===== src/rtl/portirq_pkg.sv =====
package portirq_pkg;

  // Number of port pins handled by one controller instance
  localparam int PIN_COUNT = 8;

  // Strobes passed from the control module to the datapath each cycle
  typedef struct packed {
    logic                 filtTick;   // filter counters may advance
    logic [PIN_COUNT-1:0] senseMask;  // pins currently tracked
    logic [PIN_COUNT-1:0] clrMask;    // flags to clear this cycle
  } ctrlStrobes_t;

endpackage


===== src/rtl/irqControl.sv =====
module irqControl
  import portirq_pkg::*;
(
  input  logic                 runTick,
  input  logic                 stopTick,
  input  logic                 stopMode,
  input  logic                 waitMode,
  input  logic [PIN_COUNT-1:0] digInEn,
  input  logic [PIN_COUNT-1:0] outMode,
  input  logic                 clrWrEn,
  input  logic [PIN_COUNT-1:0] clrData,
  input  logic [PIN_COUNT-1:0] flags,
  input  logic [PIN_COUNT-1:0] irqEnable,
  output ctrlStrobes_t         strobes,
  output logic                 irqReq,
  output logic                 wakeReq
);

  logic lowPower;
  logic anyPending;

  // The filter timebase follows the core's power state
  always_comb begin
    strobes.filtTick  = stopMode ? stopTick : runTick;
    strobes.senseMask = digInEn | outMode;
    strobes.clrMask   = clrWrEn ? clrData : '0;
  end

  assign anyPending = |(flags & irqEnable);
  assign lowPower   = stopMode | waitMode;
  assign irqReq     = anyPending;
  assign wakeReq    = anyPending & lowPower;

endmodule


===== src/rtl/pinFilterPath.sv =====
module pinFilterPath
  import portirq_pkg::*;
#(
  parameter int FILT_LEN    = 4,
  parameter int SYNC_STAGES = 2
) (
  input  logic                 clk,
  input  logic                 rstN,
  input  logic [PIN_COUNT-1:0] pinIn,
  input  logic [PIN_COUNT-1:0] edgeRising,
  input  ctrlStrobes_t         strobes,
  output logic [PIN_COUNT-1:0] filtLevel,
  output logic [PIN_COUNT-1:0] flags
);

  localparam int CNT_W = (FILT_LEN > 1) ? $clog2(FILT_LEN) : 1;
  localparam logic [CNT_W-1:0] CNT_LAST = CNT_W'(FILT_LEN - 1);

  for (genvar i = 0; i < PIN_COUNT; i++) begin : g_pin
    logic [SYNC_STAGES-1:0] syncQ;
    logic                   syncBit;
    logic [CNT_W-1:0]       stableCnt;
    logic                   filtQ;
    logic                   differs;
    logic                   acceptHit;
    logic                   edgeHit;
    logic                   flagQ;

    // Synchronizer chain
    always_ff @(posedge clk or negedge rstN) begin
      if (!rstN) syncQ <= '0;
      else       syncQ <= {syncQ[SYNC_STAGES-2:0], pinIn[i]};
    end
    assign syncBit = syncQ[SYNC_STAGES-1];

    // A new level is taken only after FILT_LEN ticks without reverting
    assign differs   = syncBit != filtQ;
    assign acceptHit = strobes.senseMask[i] & strobes.filtTick & differs &
                       (stableCnt == CNT_LAST);
    assign edgeHit   = acceptHit & (syncBit == edgeRising[i]);

    always_ff @(posedge clk or negedge rstN) begin
      if (!rstN) begin
        stableCnt <= '0;
        filtQ     <= 1'b0;
      end else if (!strobes.senseMask[i]) begin
        stableCnt <= '0;
      end else if (strobes.filtTick) begin
        if (!differs) begin
          stableCnt <= '0;
        end else if (stableCnt == CNT_LAST) begin
          stableCnt <= '0;
          filtQ     <= syncBit;
        end else begin
          stableCnt <= stableCnt + 1'b1;
        end
      end
    end

    // Sticky flag: a set in the same cycle beats the clear
    always_ff @(posedge clk or negedge rstN) begin
      if (!rstN) flagQ <= 1'b0;
      else       flagQ <= (flagQ & ~strobes.clrMask[i]) | edgeHit;
    end

    assign filtLevel[i] = filtQ;
    assign flags[i]     = flagQ;
  end

endmodule


===== src/rtl/portEdgeIrq.sv =====
module portEdgeIrq
  import portirq_pkg::*;
#(
  parameter int FILT_LEN    = 4,
  parameter int SYNC_STAGES = 2
) (
  input  logic                 clk,
  input  logic                 rstN,
  input  logic [PIN_COUNT-1:0] pinIn,
  input  logic [PIN_COUNT-1:0] digInEn,
  input  logic [PIN_COUNT-1:0] outMode,
  input  logic [PIN_COUNT-1:0] irqEnable,
  input  logic [PIN_COUNT-1:0] edgeRising,
  input  logic                 clrWrEn,
  input  logic [PIN_COUNT-1:0] clrData,
  input  logic                 runTick,
  input  logic                 stopTick,
  input  logic                 stopMode,
  input  logic                 waitMode,
  output logic [PIN_COUNT-1:0] flags,
  output logic                 irqReq,
  output logic                 wakeReq
);

  ctrlStrobes_t         strobes;
  logic [PIN_COUNT-1:0] filtLevel;

  irqControl u_ctrl (
    .runTick   (runTick),
    .stopTick  (stopTick),
    .stopMode  (stopMode),
    .waitMode  (waitMode),
    .digInEn   (digInEn),
    .outMode   (outMode),
    .clrWrEn   (clrWrEn),
    .clrData   (clrData),
    .flags     (flags),
    .irqEnable (irqEnable),
    .strobes   (strobes),
    .irqReq    (irqReq),
    .wakeReq   (wakeReq)
  );

  pinFilterPath #(
    .FILT_LEN    (FILT_LEN),
    .SYNC_STAGES (SYNC_STAGES)
  ) u_path (
    .clk        (clk),
    .rstN       (rstN),
    .pinIn      (pinIn),
    .edgeRising (edgeRising),
    .strobes    (strobes),
    .filtLevel  (filtLevel),
    .flags      (flags)
  );

endmodule


===== config.mk =====
export PLATFORM = sky130hd
export DESIGN_NAME = portEdgeIrq
export DESIGN_NICKNAME = d
export VERILOG_FILES = /design/src/rtl/portirq_pkg.sv /design/src/rtl/irqControl.sv /design/src/rtl/pinFilterPath.sv /design/src/rtl/portEdgeIrq.sv
export SDC_FILE = /design/constraint.sdc
export NUM_CORES = 1
export LEC_CHECK = 0
export ABC_CLOCK_PERIOD_IN_PS = 1300
export BUFFER_PORTS_ARGS = -buffer_cell sky130_fd_sc_hd__buf_4
export CORE_UTILIZATION = 53
export CTS_BUF_LIST = sky130_fd_sc_hd__clkbuf_2 sky130_fd_sc_hd__clkbuf_4 sky130_fd_sc_hd__clkbuf_8
export CTS_CLUSTER_SIZE = 16
export DETAILED_ROUTE_END_ITERATION = 16
export PLACE_DENSITY = 0.8
export SETUP_SLACK_MARGIN = 0.4
export SLEW_MARGIN = 25
export SYNTH_ARGS = -nofsm -noshare
export SYNTH_HDL_FRONTEND = slang
export SYNTH_SLANG_ARGS = --single-unit

===== constraint.sdc =====
create_clock -name clk -period 1.3 [get_ports clk]
set_input_delay 0.26 -clock clk [delete_from_list [all_inputs] [get_ports clk]]
set_output_delay 0.26 -clock clk [all_outputs]
set_load 0.02 [all_outputs]

## After elaboration in Yosys (flattened, before gate mapping)

Cells that the tools add are included.

- Logic and storage cells: 175
- Input bits: 55
- Register bits after elaboration: 48

- Reductions and logical operators: 9
- Equality and inequality tests: 32
- Add/subtract/negate cells: 8
- Bitwise gates (word level): 60
- Mux-type cells: 34

Operators by type and width:

| kind | number |
|---|---|
| 2-bit 2-to-1 mux | 32 |
| 1-bit bitwise AND | 41 |
| 4-bit AND reduction | 8 |
| 2-bit by 1-bit adder with 2-bit output (second input constant) | 8 |
| 2-bit equality test (second input constant) | 8 |
| 2-bit by 1-bit inequality test with 1-bit output (second input constant) | 8 |
| 1-bit OR | 9 |
| 8-bit bitwise AND | 1 |
| 1-bit equality test | 8 |
| 8-bit 2-to-1 mux | 1 |
| 1-bit inequality test | 8 |
| 1-bit NOT | 8 |
| 8-bit OR | 1 |
| 8-bit OR reduction | 1 |
| 1-bit 2-to-1 mux | 1 |

## Logic depth before layout (Yosys ltp)

- Depth after elaboration: 6
- Mapped depth: 5

## Cells and area by module

From an unflattened synthesis, not the netlist that was laid out.

- Cell total of the unflattened synthesis: 220
- Area, all modules: 2,457.4 µm²

By module, submodules not included:

| module | times used | sequential area each (µm²) | area an instance (µm²) | cells each |
|---|---|---|---|---|
| pinFilterPath | 1 | 1,201.2 | 2,273.4 | 196 |
| irqControl | 1 | 0.0 | 183.9 | 24 |

## Worst setup path after synthesis

Ideal clock, no wire load.

- Path type: flip-flop to output port
- From: reg u_path.g_pin[1].flagQ
- To: out wakeReq
- Cell stages (with the launch flop): 4
- Slack: -0.042 ns
- Data arrival time: 1.082 ns
- Path through: dfrtp_1 a22oi_1 nand4_1 o21a_1

- Cells in the longest elaborated chain, start to end: 3

RTL lines:

| what | RTL line | text |
|---|---|---|
| from (decl) | pinFilterPath.sv:27 | `logic flagQ;` |
| from (signal assigned) | pinFilterPath.sv:63 | `else flagQ <= (flagQ & ~strobes.clrMask[i]) \| edgeHit;` |
| 8-bit bitwise AND | irqControl.sv:29 | `assign anyPending = \|(flags & irqEnable);` |
| 8-bit OR reduction | irqControl.sv:29 |  |
| via irqReq | portEdgeIrq.sv:21 | `output logic irqReq,` |
| 1-bit bitwise AND | irqControl.sv:32 | `assign wakeReq = anyPending & lowPower;` |
| to (decl) | portEdgeIrq.sv:22 | `output logic wakeReq` |

The timed path passes the listed nets, and every way through them passes these cells.

## Worst setup path in the final report

- From: reg u_path.g_pin[3].flagQ
- To: out wakeReq

- Cells in the longest elaborated chain, start to end: 3

RTL lines:

| what | RTL line |
|---|---|
| from (decl) | pinFilterPath.sv:27 |
| from (signal assigned) | pinFilterPath.sv:63 |
| 8-bit bitwise AND | irqControl.sv:29 |
| 8-bit OR reduction | irqControl.sv:29 |
| 1-bit bitwise AND | irqControl.sv:32 |

No other way between the ends.

==> metrics.md <==
| Metric | Value |
|---|---|
| # rows | 23 |
| Post-Synth Simple-Gate Area | 8.60% |
| CTS tree | done |
| Root Driver | clkbuf_8 |
| Clk_skew | 0.0136 ns |
| Largest net degree at the start of global routing | 49 |
| R2r startpoint | u_path.g_pin[7].stableCnt[1] |
| DR vias | 2053 |
| Pre-CTS setup slack | -0.110 ns |
| Hold WS | -0.0460 ns |
| Max cap viols | 0 |
| Tot GR Track Use | 27.5% |
| Yosys Warn Count | 0 |
| Net count, final | 353 |
| Vias per cell | 6.02 |
| Worst reg-to-reg path cell count | 3 |
| Post-Route WL | 6950 um |
| Peak VDD IR | 1000 uV |
| Worst reg-to-reg setup slack | 0.08 ns |
| Worst setup margin | -0.379 ns |
| Critical path class | reg -> out |
| First-pass GRT wire length | 8720 um |
| Synthesis-to-finish area growth | 57.8% |
| Clk pin slew, worst setup/hold paths | 0.10 ns |
| XOR/XNOR Fraction of Synth Area | 3.15% |
| FILL cells | 184 |
| Type of the most critical hold path | in -> async |
| Rel. slew slack | 60.1% |
| Combinational family with the most area after synthesis | compound AO/OA/AOI/OAI gates |
| Layout cells sized above 1 | 62.5% |
| # DRC | 0 |
| Startpoint Class | flip-flop |
| # port buffers | 64 |
| Pre-antenna DRT Iters | 4 |
| DIE AREA | 4460 um^2 |
| Number of I/O pins | 65 |
| Ys async rst share | 100% |
| Synth area leaders | dfrtp_1 (54%), o22ai_1 (5.9%), ha_1 (4.5%) |
| GR Overflow Total | 0 |
| Clk sinks | 48 |
| WL per Instance | 20.4 um |
| Leakage | 1.69 nW |
| Post-synth EDFFs | 0 |
| Failing checks | negative hold slack, negative setup slack |
| Clk buf depth | 2 |
| Die H | 66.8 um |
| Post-route minimum period | 1.68 ns |
| Unique cell type count in the Yosys netlist | 25 |
| Upper clock frequency limit | 596 MHz |
| Antenna diodes | 0 |
| H-Tree Level Count | 2 |
| Post-DP HPWL | 3320 um |
| Clock insertion delay at the later pin of the skew report | 0.30 ns |
| Area leader, netlist | dfrtp_1 |
| Syn nets | 256 |
| Post-synthesis adder-cell area fraction | 4.50% |
| Starting density of the core | 55.2% |
| Slew of the pin with the lowest slew margin | 0.599 ns |
| Post-synth top area share | 54.0% |
| CP startpoint | u_path.g_pin[3].flagQ |
| PD cells | 1520 nW/um^2 |
| R2r endpoint | u_path.g_pin[7].filtQ |
| Mux share of post-synthesis cell area | 5.56% |
| Fin crit share | 129% |
| Critical path required time | 1.04 ns |
| Mean Syn Cell Area | 11.5 um^2 |
| Critical path endpoint category | output pin |
| Post-synthesis cell area | 2230 um^2 |
| Setup TNS | -0.860 ns |
| #FFs+latches synth | 48 |
| Die X | 66.8 um |
| Seq/Total Area, Yosys | 54.0% |
| Antenna violations before repair | 0 |
| Post-route ant nets | 0 |
| Ys flop type | dfrtp_1 |
| Final Wtd Congestion | 0.787 |
| Final count of hold timing violations | 48 |
| Core box area | 4030 um^2 |
| Crit-path max FO | 2 |
| Syn Inst Count | 193 |
| Vias in the first global route | 1910 |
| Count of final max-slew check failures | 0 |
| Outcome | finished with violations |
| Setup repair after global routing missed its margin | true |
| Initial DRC count | 137 |
| Worst EP arrival | 1.42 ns |
| Number of buffers created by CTS | 5 |
| Final Setup Violations | 4 |
| Synth Area in Compound Gates | 19.4% |
## critical path, cell delays in order (launching register included)
cell and delay [ns]:
dfrtp_1 0.43, a22oi_2 0.19, nand4_1 0.19, o21a_2 0.17, buf_6 0.12
## placed cells by master (no fill, tap or decap), drive strengths merged
master	count
or3	3
ha	8
a21oi	13
inv	3
nand4	1
dfrtp	48
a22o	8
buf	101
clkinv	2
clkbuf	6
nand2b	8
xor2	5
o21a	1
nand2	26
a22oi	4
nor2	5
o22ai	21
o221a	3
o211a	8
xnor2	3
mux2	11
o21ai	3
## metrics by stage
step	area [um^2]	power (mW)	utilization (%)	instances
4_1_cts	3270	4.79	81.3	333
2_1_floorplan	2270	2.95	-	193
3_3_place_gp	2800	3.32	69.5	306
5_1_grt	3510	5.61	87.2	341
6_report	3510	5.35	87.2	341
3_5_place_dp	2800	3.39	69.5	306
## area by class of cell
| class | count | area (um^2) | share of cell area (%) |
|---|---|---|---|
| multi-input cells | 131 | 1280 | 36.5 |
| flip-flops and latches | 48 | 1210 | 34.4 |
| well taps | 50 | 62.6 | 1.78 |
| inverters | 3 | 11.3 | 0.321 |
| repair buffers | 101 | 857 | 24.4 |
| clock buffers | 6 | 82.6 | 2.35 |
| clock inverters | 2 | 10.0 | 0.285 |
## state kept, by name, indices dropped and copies added (netlist names)
signal	flops
u_path.g_pin.flagQ	8
u_path.g_pin.syncQ	16
u_path.g_pin.filtQ	8
u_path.g_pin.stableCnt	16
## cells in the mapped netlist (all sizes together) (4+ instances only)
master and n:
nand2b 8, o211a 8, nand2 26, nor2 5, xor2 5, dfrtp 48
mux2 9, a22o 8, buf 12, a21oi 13, a22oi 4, o22ai 21
ha 8
## kinds of logic after synthesis
family / Yosys count
AO/OA/AOI/OAI: 61
adder cells (fa/ha/maj): 8
multiplexers: 9
XOR/XNOR: 8
buffers and inverters: 16
AND/OR/NAND/NOR: 43
flip-flops: 48
## routing by layer
layer / vias to the layer above / GRT usage [%] / wire length, um
met5: - / 0 / 0
met4: 0 / 12.0 / 265
met3: 29 / 6.85 / 467
met2: 110 / 47.0 / 3640
met1: 1020 / 32.6 / 2570
li1: 894 / - / -
## how the worst max path moves through the flow
| stage | end | slack, ns | depth (start not counted) |
|---|---|---|---|
| 2_1_floorplan | wakeReq | -0.02 | 3 |
| 3_3_place_gp | u_path.g_pin[1].filtQ | -0.09 | 4 |
| 3_5_place_dp | u_path.g_pin[7].filtQ | -0.11 | 4 |
| 4_1_cts | wakeReq | -0.32 | 4 |
| 5_1_grt | wakeReq | -0.40 | 4 |
| 6_report | wakeReq | -0.38 | 4 |
## timing repair
item,CTS,global route
pin swaps,33,18
resized for setup,51,44
gates cloned,2,0
hold endpoints to repair,48,9
setup buffers,17,8
setup endpoints to repair,42,42
## power by group
| part | switching (mW) | internal (mW) |
|---|---|---|
| Combinational | 0.934 | 1.28 |
| Clock | 0.495 | 0.425 |
| Sequential | 0.413 | 1.80 |
Power figures use the tool's default switching activity.
